`src/rtl/shf_pkg.sv`:
```
// Package: shared encodings for the shifter unit.
// Assumes: the data width is a power of two.
package shf_pkg;

    // Fill-mode field encodings; the values are fixed by the instruction format.
    typedef enum logic [1:0] {
        FILL_ZERO = 2'b00,
        FILL_ONE  = 2'b01,
        FILL_EDGE = 2'b10,
        FILL_ROT  = 2'b11
    } fill_mode_e;

    // Direction bit encoding.
    typedef enum logic {
        DIR_LEFT  = 1'b0,
        DIR_RIGHT = 1'b1
    } shift_dir_e;

endpackage

```
`src/rtl/shf_stage.sv`:
```
// Module: shf_stage
// One fixed-distance step of the logarithmic shifter. When en_i is set it
// moves the word by SHIFT places in the chosen direction and fills the
// vacated places according to the fill mode; otherwise it passes data through.
// Assumes: 0 < SHIFT < WIDTH. In edge-copy mode the end bit of the incoming
// word is still the original end bit, because earlier stages preserve it.
module shf_stage
    import shf_pkg::*;
#(
    parameter int WIDTH = 16,
    parameter int SHIFT = 1
) (
    input  logic [WIDTH-1:0] data_i,
    input  logic             en_i,
    input  shift_dir_e       dir_i,
    input  fill_mode_e       mode_i,
    output logic [WIDTH-1:0] data_o
);

    logic             fill_bit;
    logic [SHIFT-1:0] fill_vec;
    logic [WIDTH-1:0] moved;

    // Pick the single bit used by the non-rotate modes.
    always_comb begin
        unique case (mode_i)
            FILL_ONE:  fill_bit = 1'b1;
            FILL_EDGE: fill_bit = (dir_i == DIR_RIGHT) ? data_i[WIDTH-1] : data_i[0];
            default:   fill_bit = 1'b0;
        endcase
    end

    // Build the bits that enter the vacated places (wrapped bits for rotate).
    always_comb begin
        if (mode_i == FILL_ROT) begin
            fill_vec = (dir_i == DIR_RIGHT) ? data_i[SHIFT-1:0]
                                            : data_i[WIDTH-1:WIDTH-SHIFT];
        end else begin
            fill_vec = {SHIFT{fill_bit}};
        end
    end

    // Move the word by SHIFT places and splice in the fill bits.
    always_comb begin
        if (dir_i == DIR_RIGHT) begin
            moved = {fill_vec, data_i[WIDTH-1:SHIFT]};
        end else begin
            moved = {data_i[WIDTH-1-SHIFT:0], fill_vec};
        end
    end

    // Bypass the step when this bit of the distance is clear.
    always_comb begin
        data_o = en_i ? moved : data_i;
    end

endmodule

```
`src/rtl/shf_barrel.sv`:
```
// Module: shf_barrel
// Chain of log2(WIDTH) shf_stage instances. Stage k moves by 2**k when bit k
// of the distance is set, so any distance below WIDTH finishes in one pass.
// Assumes: WIDTH is a power of two; distances of WIDTH or more are handled
// by shf_range in the parent.
module shf_barrel
    import shf_pkg::*;
#(
    parameter int WIDTH = 16,
    localparam int SHW  = $clog2(WIDTH)
) (
    input  logic [WIDTH-1:0] operand_i,
    input  logic [SHW-1:0]   dist_i,
    input  shift_dir_e       dir_i,
    input  fill_mode_e       mode_i,
    output logic [WIDTH-1:0] result_o
);

    logic [WIDTH-1:0] lvl [0:SHW];

    // The first level is the unshifted operand.
    always_comb begin
        lvl[0] = operand_i;
    end

    for (genvar k = 0; k < SHW; k++) begin : g_stage
        shf_stage #(
            .WIDTH (WIDTH),
            .SHIFT (1 << k)
        ) u_stage (
            .data_i (lvl[k]),
            .en_i   (dist_i[k]),
            .dir_i  (dir_i),
            .mode_i (mode_i),
            .data_o (lvl[k+1])
        );
    end

    // The last level is the shifted result.
    always_comb begin
        result_o = lvl[SHW];
    end

endmodule

```
`src/rtl/shf_range.sv`:
```
// Module: shf_range
// Detects a distance of WIDTH or more for the non-rotate modes and supplies
// the word made only of fill bits that replaces the stage output in that case.
// Assumes: WIDTH is a power of two and AMT_W > log2(WIDTH).
module shf_range
    import shf_pkg::*;
#(
    parameter int WIDTH = 16,
    parameter int AMT_W = 16,
    localparam int SHW  = $clog2(WIDTH)
) (
    input  logic [WIDTH-1:0] operand_i,
    input  logic [AMT_W-1:0] amount_i,
    input  shift_dir_e       dir_i,
    input  fill_mode_e       mode_i,
    output logic             over_o,
    output logic [WIDTH-1:0] fill_word_o
);

    logic high_set;

    // Any set bit above the stage range means the distance is WIDTH or more.
    always_comb begin
        high_set = |amount_i[AMT_W-1:SHW];
    end

    // A rotate wraps instead of saturating, so only the fill modes report overflow.
    always_comb begin
        over_o = high_set && (mode_i != FILL_ROT);
    end

    // Form the all-fill word for the current mode and direction.
    always_comb begin
        unique case (mode_i)
            FILL_ONE:  fill_word_o = '1;
            FILL_EDGE: fill_word_o = {WIDTH{(dir_i == DIR_RIGHT) ? operand_i[WIDTH-1]
                                                                 : operand_i[0]}};
            default:   fill_word_o = '0;
        endcase
    end

endmodule

```
`src/rtl/shf_outreg.sv`:
```
// Module: shf_outreg
// Output stage: loads the result on a start strobe and raises valid for the
// cycle after it. Holds the previous result when no start is seen.
// Assumes: synchronous active-low reset.
module shf_outreg #(
    parameter int WIDTH = 16
) (
    input  logic             clk,
    input  logic             rst_n,
    input  logic             load_i,
    input  logic [WIDTH-1:0] data_i,
    output logic [WIDTH-1:0] data_o,
    output logic             valid_o
);

    // Capture the result and flag it for one cycle.
    always_ff @(posedge clk) begin
        if (!rst_n) begin
            data_o  <= '0;
            valid_o <= 1'b0;
        end else begin
            valid_o <= load_i;
            if (load_i) begin
                data_o <= data_i;
            end
        end
    end

endmodule

```
`src/rtl/shf_unit.sv`:
```
// Module: shf_unit
// Top of the multi-mode shifter. It combines the stage network, the
// out-of-range override and the output register. The result appears one
// cycle after start_i, together with a one-cycle valid pulse.
// Assumes: WIDTH is a power of two; amount_i comes from a register.
module shf_unit
    import shf_pkg::*;
#(
    parameter int WIDTH = 16,
    parameter int AMT_W = 16,
    localparam int SHW  = $clog2(WIDTH)
) (
    input  logic             clk,
    input  logic             rst_n,
    input  logic             start_i,
    input  logic             dir_i,
    input  logic [1:0]       mode_i,
    input  logic [WIDTH-1:0] operand_i,
    input  logic [AMT_W-1:0] amount_i,
    output logic [WIDTH-1:0] result_o,
    output logic             valid_o
);

    fill_mode_e       mode_e;
    shift_dir_e       dir_e;
    logic [WIDTH-1:0] barrel_q;
    logic [WIDTH-1:0] fill_word;
    logic             over;
    logic [WIDTH-1:0] next_result;

    // Map the raw control pins onto the shared encodings.
    always_comb begin
        mode_e = fill_mode_e'(mode_i);
        dir_e  = shift_dir_e'(dir_i);
    end

    shf_barrel #(
        .WIDTH (WIDTH)
    ) u_barrel (
        .operand_i (operand_i),
        .dist_i    (amount_i[SHW-1:0]),
        .dir_i     (dir_e),
        .mode_i    (mode_e),
        .result_o  (barrel_q)
    );

    shf_range #(
        .WIDTH (WIDTH),
        .AMT_W (AMT_W)
    ) u_range (
        .operand_i   (operand_i),
        .amount_i    (amount_i),
        .dir_i       (dir_e),
        .mode_i      (mode_e),
        .over_o      (over),
        .fill_word_o (fill_word)
    );

    // Choose the saturated fill word for out-of-range distances.
    always_comb begin
        next_result = over ? fill_word : barrel_q;
    end

    shf_outreg #(
        .WIDTH (WIDTH)
    ) u_outreg (
        .clk     (clk),
        .rst_n   (rst_n),
        .load_i  (start_i),
        .data_i  (next_result),
        .data_o  (result_o),
        .valid_o (valid_o)
    );

    AST_VALID_AFTER_START: assert property (@(posedge clk) disable iff (!rst_n)
        start_i |=> valid_o);
    AST_VALID_PULSE_ENDS: assert property (@(posedge clk) disable iff (!rst_n)
        !start_i |=> !valid_o);
    AST_RESULT_HOLDS: assert property (@(posedge clk) disable iff (!rst_n)
        !start_i |=> $stable(result_o));
    AST_ZERO_DIST_PASS: assert property (@(posedge clk) disable iff (!rst_n)
        (start_i && amount_i == '0) |=> result_o == $past(operand_i));
    AST_ROT_KEEPS_ONES: assert property (@(posedge clk) disable iff (!rst_n)
        (start_i && mode_i == 2'b11) |=> $countones(result_o) == $countones($past(operand_i)));
    AST_SAT_ZERO: assert property (@(posedge clk) disable iff (!rst_n)
        (start_i && mode_i == 2'b00 && amount_i >= AMT_W'(WIDTH)) |=> result_o == '0);
    AST_SAT_ONE: assert property (@(posedge clk) disable iff (!rst_n)
        (start_i && mode_i == 2'b01 && amount_i >= AMT_W'(WIDTH)) |=> result_o == '1);
    AST_ZERO_FILL_COUNT: assert property (@(posedge clk) disable iff (!rst_n)
        (start_i && mode_i == 2'b00) |=> $countones(result_o) <= $countones($past(operand_i)));
    AST_ONE_FILL_COUNT: assert property (@(posedge clk) disable iff (!rst_n)
        (start_i && mode_i == 2'b01) |=> $countones(result_o) >= $countones($past(operand_i)));

endmodule

```
`config.mk`:
```
export PLATFORM = sky130hd
export DESIGN_NAME = shf_unit
export DESIGN_NICKNAME = d
export VERILOG_FILES = /design/src/rtl/shf_pkg.sv /design/src/rtl/shf_stage.sv /design/src/rtl/shf_barrel.sv /design/src/rtl/shf_range.sv /design/src/rtl/shf_outreg.sv /design/src/rtl/shf_unit.sv
export SDC_FILE = /design/constraint.sdc
export NUM_CORES = 1
export LEC_CHECK = 0
export BUFFER_PORTS_ARGS = -buffer_cell sky130_fd_sc_hd__buf_2
export CAP_MARGIN = 20
export CORE_ASPECT_RATIO = 0.7
export CORE_UTILIZATION = 45
export CTS_CLUSTER_DIAMETER = 30
export DETAILED_ROUTE_END_ITERATION = 10
export GPL_ROUTABILITY_DRIVEN = 0
export GPL_TIMING_DRIVEN = 0
export PLACE_DENSITY = 0.7
export SLEW_MARGIN = 25
export SYNTH_ARGS = -nofsm -noshare
export SYNTH_HDL_FRONTEND = slang
export SYNTH_SLANG_ARGS = --single-unit
```
`constraint.sdc`:
```
create_clock -name clk -period 6.2 [get_ports clk]
set_input_delay 0.31 -clock clk [delete_from_list [all_inputs] [get_ports clk]]
set_output_delay 0.31 -clock clk [all_outputs]
set_load 0.05 [all_outputs]
```
==> out/metrics.yaml <==
cts.repair.resized: 0
dp_hpwl_um: 7970
reg2regPathDepth: 4
hold_path_depth: 2
synth.area.top_cells: "dfxtp_1 13%, mux2i_1 12%, a211oi_1 9.5%, nor2_1 7.1%, o21ai_0 5.4%"
power.share.clock_pct: 18.2
place_ws_ns: 3.32
yosysSeqAreaShare_pct: 13.1
r2r-end: "u_outreg.data_o[13]"
final_util_pct: 55.6
start_util_pct: 48.1
maxSlewViolCount: 0
hp-start: "rst_n"
arrival_ns: 2.68
drive_gt1_share_pct: 19.4
status: "finished clean"
avgSynthCellArea_sq_um: 7.00
path_clk_slew_ns: 0.06
vias_per_cell: 7.12
p_sw_share_pct: 46.7
ys.warnings.count: 0
cp_num_cells: 10
cts_root_buf: "clkbuf_8"
worstPathRequired_ns: 6.36
place_area_sq_mm: 0.00295
worst_hold_path_type: "input port to flip-flop"
power_uw: 458
placed_cells: 495
yosys_most_used_dff: "dfxtp_1"
critPathLaunchType: "input port"
gr-usage-all-layers_pct: 34.0
wl_um: 10200
die_y_um: 65.6
setup_tns_ns: 0
cts_buffer_depth: 2
grt_pass1_wl_um: 16100
yosysTopAreaCellShare_pct: 13.1
clock_skew_ns: 0
p_int_uw: 244
synth-seq-cells: 17
worst_slack_ns: 3.67
fp.dieArea_sq_mm: 0.00608
fin_crit_sh_pct: 40.8
crit_type: "input port to flip-flop"
synth_area_sq_mm: 0.00260
yosysMostFrequentCell: "nor2_1"
nNetsFinal: 469
holdPathEnd: "u_outreg.valid_o"
crit_start: "mode_i[0]"
die_w_um: 92.8
crit_buf_inv: 3
post_cts_buffers: 0
grt_pass1_vias: 3237
cpPeakStageDelay_ns: 0.53
overflow: 0
dr.pass1.iters: 6
drtAntennaViolNets: 0
yosysTopAreaCell: "dfxtp_1"
drc: 0
max_freq_mhz: 396
cp_slowest_cell: "a211oi_4"
grt_max_degree: 11
ff2ff_setup_slack_ns: 5.11
final_cells: 499
clkLatencyLatePin_ns: 0.26
p_leak_nw: 1.24
worst-path-max-fanout: 9
fp.coreArea_sq_mm: 0.00540
wl_per_cell_um: 20.5
area.growth.synth_to_final_pct: 15.5
setup_viol: 0
critPathTopFamily: "compound AO/OA/AOI/OAI gates"
antenna_found_initial: 0
n_antenna_cell: 0
fp-row-count: 22
syn_nets: 412
r2r-start: "u_outreg.data_o[13]"
power.density_mw_per_mm2: 153
cap_violations: 0
cts_tree: "yes"
synth_edf_count: 0
io_buffers: 52
period_minus_slack_ns: 2.53
ios: 55
fin_area_sq_mm: 0.00300
cts.sinks: 17
p_comb_share_pct: 55.0
cts_buffers: 3
path_cells: "buf_2, inv_1, ha_1, or2_1, buf_6, a211oi_4, a21boi_1, nand2_1, o21a_1, nor4b_1"
htree_levels: 1
endpoint_kind: "flip-flop"
synth_cell_types: 56
ctsHoldBuffers: 0
synth_cells: 371
relSlewSlack_pct: 41.3
hold_viol: 0
worst_slew_pin_slew_ns: 0.873
power_frac_seq_pct: 26.8
hold_slack_ns: 0.344
switchingPower_uw: 214
async_flop_share_pct: 0
rsz0062_at_grt: "no"
synth_top_cells_by_count: "49 x nor2_1, 33 x a211oi_1, 31 x mux2i_1"
irDropWorstVdd_mv: 0.107
drt_iter0_markers: 600
vias: 3555
==> cells by family (layout without fill, tap and decap cells) <==
group	Yosys count	after routing	synth area share, %
DFF	17	17	13.1
adders and majority gates	3	3	1.45
buffers and inverters	40	96	6.79
AOI/OAI and AO/OA	150	150	42.1
and+or+nand+nor	125	125	22.4
muxes	36	36	14.1
==> registers in the layout, summed over array words and instances (netlist names) <==
register,cells
u_outreg.data_o,16
u_outreg.valid_o,1
==> cell usage in the layout, fill, tap and decap left out, drive strengths merged, types with 5 or more instances in the layout <==
| master | instances |
|---|---|
| a211oi | 34 |
| nand2b | 6 |
| o21ai | 29 |
| mux2 | 5 |
| clkbuf | 20 |
| buf | 64 |
| o221ai | 7 |
| a311oi | 5 |
| nand2 | 19 |
| mux2i | 31 |
| a31oi | 5 |
| o22ai | 5 |
| and2 | 5 |
| inv | 11 |
| o31ai | 7 |
| nor2 | 49 |
| a21oi | 19 |
| dfxtp | 17 |
| nor3 | 22 |
| nand3 | 8 |
==> layout make-up <==
class                      instances  area, sq um
sequential                        17          340
tap                               72         90.1
buffer                            28          131
fill                             553         2400
clock buffer                       4         45.0
timing repair buffer              52          260
inverter                          12         45.0
multi-input combinational        314         2090
==> routing by layer <==
metal  GRT usage, %  part of all wire [%]  vias to the layer above
li1               -                     -                     1557
met1           45.4                    41                     1619
met2           48.5                    38                      319
met3           14.6                    17                       60
met4           11.3                   3.6                        0
met5              0                     0                        -
==> worst max-delay path by stage <==
stage	endpoint	slack, ns
2_1_floorplan	u_outreg.data_o[1]	3.92
3_3_place_gp	u_outreg.data_o[6]	2.97
3_5_place_dp	u_outreg.data_o[6]	3.32
4_1_cts	u_outreg.data_o[6]	3.57
5_1_grt	u_outreg.data_o[7]	3.54
6_report	u_outreg.data_o[10]	3.67
==> power groups by stage <==
stage / Combinational, mW / Clock (mW) / Sequential (mW)
CTS: 0.240 / 0.0827 / 0.123
global route: 0.265 / 0.0909 / 0.123
detailed placement: 0.239 / 0 / 0.125
finish: 0.252 / 0.0832 / 0.123
floorplan: 0.136 / 0 / 0.155
global placement: 0.238 / 0 / 0.125
No activity file was read; power rests on OpenSTA's default activity.
